### src/rtl/gsg_pkg.sv
package gsg_pkg;
    typedef enum logic [2:0] {
        S_IDLE  = 3'd0,
        S_GEN   = 3'd1,
        S_LWAIT = 3'd2,
        S_LREQ  = 3'd3,
        S_LCMP  = 3'd4,
        S_DONE  = 3'd5,
        S_ABORT = 3'd6
    } gsg_state_e;
endpackage

### src/rtl/gsg_evt_ctr.sv
module gsg_evt_ctr #(
    parameter int W = 8
) (
    input  logic         clk,
    input  logic         rst_n,
    input  logic         load_i,
    input  logic [W-1:0] lim_i,
    input  logic         clr_i,
    input  logic         evt_i,
    output logic         full_o,
    output logic         over_o
);
    logic [W-1:0] cnt_q;
    logic [W-1:0] lim_q;

    always_ff @(posedge clk or negedge rst_n) begin
        if (!rst_n) begin
            cnt_q <= '0;
            lim_q <= '0;
        end else if (load_i) begin
            cnt_q <= '0;
            lim_q <= lim_i;
        end else if (clr_i) begin
            cnt_q <= '0;
        end else if (evt_i && !full_o) begin
            cnt_q <= cnt_q + W'(1);
        end
    end

    assign full_o = (cnt_q == lim_q);
    assign over_o = evt_i && full_o;

    // a count never runs past its loaded limit
    p_cnt_bound_r4: assert property (@(posedge clk) disable iff (!rst_n)
        cnt_q <= lim_q);
endmodule

### src/rtl/gsg_label_match.sv
module gsg_label_match #(
    parameter int LBL_W = 16
) (
    input  logic [LBL_W-1:0] got_i,
    input  logic [LBL_W-1:0] l0_i,
    input  logic [LBL_W-1:0] l1_i,
    output logic             one_o,
    output logic             bit_o
);
    logic hit0, hit1;
    always_comb begin
        hit0  = (got_i == l0_i);
        hit1  = (got_i == l1_i);
        one_o = hit0 ^ hit1;
        bit_o = hit1 && !hit0;
    end
endmodule

### src/rtl/gsess_guard.sv
module gsess_guard
    import gsg_pkg::*;
#(
    parameter int LBL_W    = 16,
    parameter int MAX_OUTS = 8,
    parameter int CNT_W    = 8
) (
    input  logic                        clk,
    input  logic                        rst_n,
    input  logic                        start_i,
    input  logic [CNT_W-1:0]            cfg_ev_blocks_i,
    input  logic [CNT_W-1:0]            cfg_tk_inputs_i,
    input  logic [CNT_W-1:0]            cfg_gates_i,
    input  logic [CNT_W-1:0]            cfg_insts_i,
    input  logic [CNT_W-1:0]            cfg_outs_i,
    input  logic                        ev_blk_i,
    input  logic                        tk_in_i,
    input  logic                        gate_i,
    input  logic                        inst_end_i,
    input  logic                        gen_end_i,
    input  logic                        lbl_valid_i,
    input  logic [LBL_W-1:0]            lbl_data_i,
    output logic                        st_rd_o,
    output logic [$clog2(MAX_OUTS)-1:0] st_addr_o,
    input  logic [LBL_W-1:0]            st_l0_i,
    input  logic [LBL_W-1:0]            st_l1_i,
    output logic [MAX_OUTS-1:0]         result_o,
    output logic                        done_o,
    output logic                        aborted_o
);
    localparam int OIDX_W = $clog2(MAX_OUTS);
    localparam int NCTR   = 4;

    gsg_state_e state_q, state_d;

    logic [CNT_W-1:0]    cfg_outs_q;
    logic [OIDX_W-1:0]   out_idx_q;
    logic [LBL_W-1:0]    lbl_q;
    logic [MAX_OUTS-1:0] res_sh_q;
    logic [MAX_OUTS-1:0] res_next;
    logic [MAX_OUTS-1:0] result_q;
    logic                done_q;
    logic                g_open_q;

    logic in_gen, load, cfg_ok, last_out;
    logic gen_any, gen_viol, gen_complete;
    logic m_one, m_bit;

    logic [NCTR-1:0]       c_evt, c_clr, c_full, c_over;
    logic [NCTR-1:0][CNT_W-1:0] c_lim;

    // counter lanes: 0 evaluator blocks, 1 token inputs, 2 gates, 3 instances
    always_comb begin
        in_gen   = (state_q == S_GEN);
        load     = (state_q == S_IDLE) && start_i;
        c_lim[0] = cfg_ev_blocks_i;
        c_lim[1] = cfg_tk_inputs_i;
        c_lim[2] = cfg_gates_i;
        c_lim[3] = cfg_insts_i;
        c_evt[0] = in_gen && ev_blk_i;
        c_evt[1] = in_gen && tk_in_i;
        c_evt[2] = in_gen && gate_i;
        c_evt[3] = in_gen && inst_end_i;
        c_clr    = '0;
        c_clr[2] = in_gen && inst_end_i;
    end

    for (genvar gi = 0; gi < NCTR; gi++) begin : g_ctr
        gsg_evt_ctr #(.W(CNT_W)) u_ctr (
            .clk    (clk),
            .rst_n  (rst_n),
            .load_i (load),
            .lim_i  (c_lim[gi]),
            .clr_i  (c_clr[gi]),
            .evt_i  (c_evt[gi]),
            .full_o (c_full[gi]),
            .over_o (c_over[gi])
        );
    end

    gsg_label_match #(.LBL_W(LBL_W)) u_match (
        .got_i (lbl_q),
        .l0_i  (st_l0_i),
        .l1_i  (st_l1_i),
        .one_o (m_one),
        .bit_o (m_bit)
    );

    always_comb begin
        cfg_ok   = (cfg_outs_i != '0) && (cfg_outs_i <= CNT_W'(MAX_OUTS));
        last_out = (CNT_W'(out_idx_q) == cfg_outs_q - CNT_W'(1));
        gen_any  = ev_blk_i || tk_in_i || gate_i || inst_end_i || gen_end_i;
        gen_complete = c_full[0] && c_full[1] && c_full[3] && !g_open_q;
        gen_viol = (|c_over)
                 || (inst_end_i && !c_full[2])
                 || (gate_i && inst_end_i)
                 || lbl_valid_i
                 || (gen_end_i && (ev_blk_i || tk_in_i || gate_i || inst_end_i))
                 || (gen_end_i && !gen_complete);
        res_next = res_sh_q;
        res_next[out_idx_q] = m_bit;
    end

    // next-state logic
    always_comb begin
        state_d = state_q;
        unique case (state_q)
            S_IDLE:  if (start_i) state_d = cfg_ok ? S_GEN : S_ABORT;
            S_GEN: begin
                if (gen_viol)       state_d = S_ABORT;
                else if (gen_end_i) state_d = S_LWAIT;
            end
            S_LWAIT: begin
                if (gen_any)          state_d = S_ABORT;
                else if (lbl_valid_i) state_d = S_LREQ;
            end
            S_LREQ: begin
                if (gen_any || lbl_valid_i) state_d = S_ABORT;
                else                        state_d = S_LCMP;
            end
            S_LCMP: begin
                if (gen_any || lbl_valid_i || !m_one) state_d = S_ABORT;
                else if (last_out)                    state_d = S_DONE;
                else                                  state_d = S_LWAIT;
            end
            S_DONE:  state_d = S_DONE;
            S_ABORT: state_d = S_ABORT;
            default: state_d = S_ABORT;
        endcase
    end

    // state register
    always_ff @(posedge clk or negedge rst_n) begin
        if (!rst_n) state_q <= S_IDLE;
        else        state_q <= state_d;
    end

    // datapath registers
    always_ff @(posedge clk or negedge rst_n) begin
        if (!rst_n) begin
            cfg_outs_q <= '0;
            out_idx_q  <= '0;
            lbl_q      <= '0;
            res_sh_q   <= '0;
            g_open_q   <= 1'b0;
        end else begin
            if (load) begin
                cfg_outs_q <= cfg_outs_i;
                out_idx_q  <= '0;
                res_sh_q   <= '0;
                g_open_q   <= 1'b0;
            end
            if (in_gen) begin
                if (inst_end_i)  g_open_q <= 1'b0;
                else if (gate_i) g_open_q <= 1'b1;
            end
            if (state_q == S_LWAIT && lbl_valid_i) lbl_q <= lbl_data_i;
            if (state_q == S_LCMP && state_d == S_LWAIT) begin
                res_sh_q  <= res_next;
                out_idx_q <= out_idx_q + OIDX_W'(1);
            end
        end
    end

    // output process
    always_ff @(posedge clk or negedge rst_n) begin
        if (!rst_n) begin
            result_q <= '0;
            done_q   <= 1'b0;
        end else begin
            done_q <= (state_q == S_LCMP) && (state_d == S_DONE);
            if ((state_q == S_LCMP) && (state_d == S_DONE)) result_q <= res_next;
        end
    end

    always_comb begin
        st_rd_o   = (state_q == S_LREQ);
        st_addr_o = out_idx_q;
        result_o  = result_q;
        done_o    = done_q;
        aborted_o = (state_q == S_ABORT);
    end

    // release is a single-cycle pulse
    p_done_pulse_r9: assert property (@(posedge clk) disable iff (!rst_n)
        done_o |=> !done_o);
    // result holds once released
    p_result_hold_r9: assert property (@(posedge clk) disable iff (!rst_n)
        (state_q == S_DONE && !done_o) |-> $stable(result_o));
    // abort never clears
    p_abort_sticky_r10: assert property (@(posedge clk) disable iff (!rst_n)
        aborted_o |=> aborted_o);
    // no release once aborted, and never both flags together
    p_abort_excl_r10: assert property (@(posedge clk) disable iff (!rst_n)
        !(done_o && aborted_o));
    // result stays zero on the abort path
    p_abort_nores_r10: assert property (@(posedge clk) disable iff (!rst_n)
        aborted_o |-> (result_o == '0));
    // a store read is followed by the compare cycle or an abort
    p_read_cmp_r7: assert property (@(posedge clk) disable iff (!rst_n)
        st_rd_o |=> (state_q == S_LCMP || state_q == S_ABORT));
endmodule

### config.mk
export PLATFORM = sky130hd
export DESIGN_NAME = gsess_guard
export DESIGN_NICKNAME = d
export VERILOG_FILES = /design/src/rtl/gsg_pkg.sv /design/src/rtl/gsg_evt_ctr.sv /design/src/rtl/gsg_label_match.sv /design/src/rtl/gsess_guard.sv
export SDC_FILE = /design/constraint.sdc
export NUM_CORES = 1
export LEC_CHECK = 0
export BUFFER_PORTS_ARGS = -buffer_cell sky130_fd_sc_hd__buf_2
export CAP_MARGIN = 0
export CORE_UTILIZATION = 60
export DETAILED_ROUTE_END_ITERATION = 7
export PLACE_DENSITY = 0.9
export SKIP_LAST_GASP = 1
export SLEW_MARGIN = 20
export SYNTH_ARGS = -nofsm -noshare
export SYNTH_HDL_FRONTEND = slang
export SYNTH_HIERARCHICAL = 1
export SYNTH_SLANG_ARGS = --single-unit
### constraint.sdc
create_clock -name clk -period 6.5 [get_ports clk]
set_clock_uncertainty 0.15 [all_clocks]
set_input_delay 0.65 -clock clk [delete_from_list [all_inputs] [get_ports clk]]
set_output_delay 0.65 -clock clk [all_outputs]
set_load 0.01 [all_outputs]
==> results.sh <==
export IMPL_outcome="complete, no violations"
export IMPL_critPathRequiredTime_ps=6650
export IMPL_syn_inst=583
export IMPL_max_freq_mhz=284
export IMPL_path_max_fanout=64
export IMPL_critPathSlowestCell="clkinv_2"
export IMPL_ys_async_sr_fraction=1.00
export IMPL_vias=4803
export IMPL_ctsRootBufferMaster="clkbuf_8"
export IMPL_cp_top_family="buffers and inverters"
export IMPL_yosys_warnings=6
export IMPL_yosysSeqAreaShare=0.449
export IMPL_startpoint_type="flip-flop"
export IMPL_wl_um=13200
export IMPL_final_core_util=0.731
export IMPL_mostFrequentLayoutCells="dfrtp_1 (112), buf_2 (109), nand2_1 (78)"
export IMPL_synth_cell_area_um2=6240
export IMPL_grt_max_degree=81
export IMPL_ios=111
export IMPL_tightest_slew_ps=905
export IMPL_cts_tree="yes"
export IMPL_portBuffers=110
export IMPL_synth_edff_count=0
export IMPL_cp_arrival_ps=3680
export IMPL_fp_dieW_um=104
export IMPL_rsz0062_at_grt="false"
export IMPL_fin_area_um2=7240
export IMPL_hold_buffers=0
export IMPL_n_antenna_cell=0
export IMPL_dp_hpwl_um=9610
export IMPL_synth_area_per_cell_um2=10.7
export IMPL_hp_class="in2async"
export IMPL_finalHoldViolations=0
export IMPL_power_per_cell_area_nw_per_um2=219
export IMPL_start_util=0.630
export IMPL_die_height_um=104
export IMPL_drv_cap=0
export IMPL_critPathBufInv=3
export IMPL_grt_first_pass_wirelength_um=22800
export IMPL_post_cts_resized=0
export IMPL_finalCritPeriodShare=0.543
export IMPL_cts_htree_levels=3
export IMPL_final_common_cell="dfrtp_1"
export IMPL_vdd_ir_drop_max_mv=0.180
export IMPL_worst_path_largest_cell_delay_ps=910
export IMPL_syn_to_final_growth_pct=16.0
export IMPL_drive_gt1_frac=0.293
export IMPL_die_area_um2=10800
export IMPL_vias_per_cell=5.63
export IMPL_nFillCells=702
export IMPL_setup_viol=0
export IMPL_drt_pass1_iter_count=5
export IMPL_multi_input_area_um2=3410
export IMPL_num_nets_final=819
export IMPL_core_area_um2=9910
export IMPL_p_leak_uw=0.00362
export IMPL_synth_ff_type="dfrtp_1"
export IMPL_yosysUniqueCellTypes=53
export IMPL_rows=36
export IMPL_relSlewSlack=0.394
export IMPL_wl_per_cell_um=15.5
export IMPL_ant_nets=0
export IMPL_gp_congestion=0.921
export IMPL_clock_sinks=112
export IMPL_drc=0
export IMPL_antenna_found_initial=1
export IMPL_synth_ff_latch_count=112
export IMPL_slew_violations=0
export IMPL_fin_tns_setup_ps=0
export IMPL_grt_pass1_vias=4898
export IMPL_overflow=0
export IMPL_cts_buffers=9
export IMPL_postPlaceCellArea_um2=7000
export IMPL_crit_type="reg2reg"
export IMPL_cp_cell_sequence="inv_1, nand3_1, clkinv_2, buf_4, nor2_1, nand2_1, mux2i_1"
export IMPL_clk_path_buf_depth=2
export IMPL_postCtsSetupBuffers=0
export IMPL_crit_path_end_kind="flip-flop"
export IMPL_grt_usage=0.261
export IMPL_min_period_ps=3530
export IMPL_seq_area_um2=2800
export IMPL_initialDrtViolationCount=214
export IMPL_insertion_delay_ps=380
export IMPL_clk_pin_slew_ps=100
-- routing by layer --
layer	wire length [µm]	vias up	GRT usage
li1	-	2309	-
met1	5650	2312	0.327
met2	6560	161	0.439
met3	785	21	0.0733
met4	211	0	0.0796
met5	0	-	0
-- power by group --
part,leakage [µW],switching (µW),internal (µW)
clock network,0.000110,232,256
registers,0.00146,57.7,751
logic,0.00205,147,145
total,0.00362,436,1150
-- metrics by stage --
| stage | worst slack (ps) | power, µW | hold WS [ps] | std cells |
|---|---|---|---|---|
| after floorplan | 3790 | 1010 | 204 | 606 |
| after global placement | 3160 | 1090 | 325 | 837 |
| after detailed placement | 2990 | 1110 | 353 | 837 |
| after CTS | 3210 | 1600 | 35.9 | 853 |
| after global routing | 2570 | 1670 | 60.1 | 853 |
| final | 2970 | 1590 | 44.5 | 853 |
-- cells in the mapped netlist, types with 5 or more instances --
cell | n | area (µm²)
a21oi_1 | 29 | 145
and2_1 | 5 | 31.3
buf_1 | 6 | 22.5
clkbuf_1 | 5 | 18.8
dfrtp_1 | 112 | 2800
ha_1 | 7 | 87.6
inv_1 | 16 | 60.1
mux2_2 | 48 | 541
mux2i_1 | 58 | 581
nand2_1 | 78 | 293
nand3_1 | 12 | 60.1
nand4_1 | 13 | 81.3
nor2_1 | 12 | 45.0
nor3_1 | 5 | 25.0
nor4_1 | 6 | 37.5
nor4_2 | 9 | 113
o21ai_0 | 7 | 35.0
or3_1 | 27 | 169
xnor2_1 | 20 | 175
xor2_1 | 49 | 429
-- registers in the layout (all words and copies together), names as in the netlist, 3 cells and up --
signal,count
lbl_q,16
st_addr_o,3
g_ctr.u_ctr/cnt_q,32
state_q,3
g_ctr.u_ctr/lim_q,32
result_o,8
res_sh_q,8
cfg_outs_q,8
-- logic make-up after synthesis --
logic type               count (synthesis)  share of synthesized area
multiplexers                           106                      0.180
AND/OR/NAND/NOR                        207                      0.190
AO/OA/AOI/OAI                           51                     0.0505
XOR/XNOR                                69                     0.0968
other                                    1                   0.000601
buffers and inverters                   30                     0.0200
flip-flops                             112                      0.449
adder cells (fa/ha/maj)                  7                     0.0140
-- worst register-to-register path: cells and delay by family, from the launching register on --
family        cells  cell delay (ps)
mux               1              200
flops             1              450
buf+inv           3             1510
simple gates      3             1130
-- worst paths after layout --
check | start | end | slack, ps | cells past startpoint
worst max-delay path | state_q[1]$_DFF_PN0_ | g_ctr[0].u_ctr/cnt_q[7]$_DFFE_PN0P_ | 2970 | 7
worst min-delay path | rst_n | cfg_outs_q[3]$_DFFE_PN0P_ | 40 | 1
worst max register to register | state_q[1]$_DFF_PN0_ | g_ctr[0].u_ctr/cnt_q[7]$_DFFE_PN0P_ | 2970 | 7
worst min register to register | result_o[1]$_DFFE_PN0P_ | result_o[1]$_DFFE_PN0P_ | 370 | 2
max in group asynchronous | rst_n | state_q[0]$_DFF_PN0_ | 5070 | 2
min in group clk | cfg_outs_i[2] | cfg_outs_q[2]$_DFFE_PN0P_ | 340 | 3
-- final cells by class --
type                    instances  share of cell area
clock inverters                 5              0.0145
well taps                     133              0.0230
clock buffers                  11              0.0181
inverters                      16             0.00846
multi-input cells             464               0.470
repair buffers                112              0.0789
flip-flops and latches        112               0.387
Power figures use the tool's default switching activity.
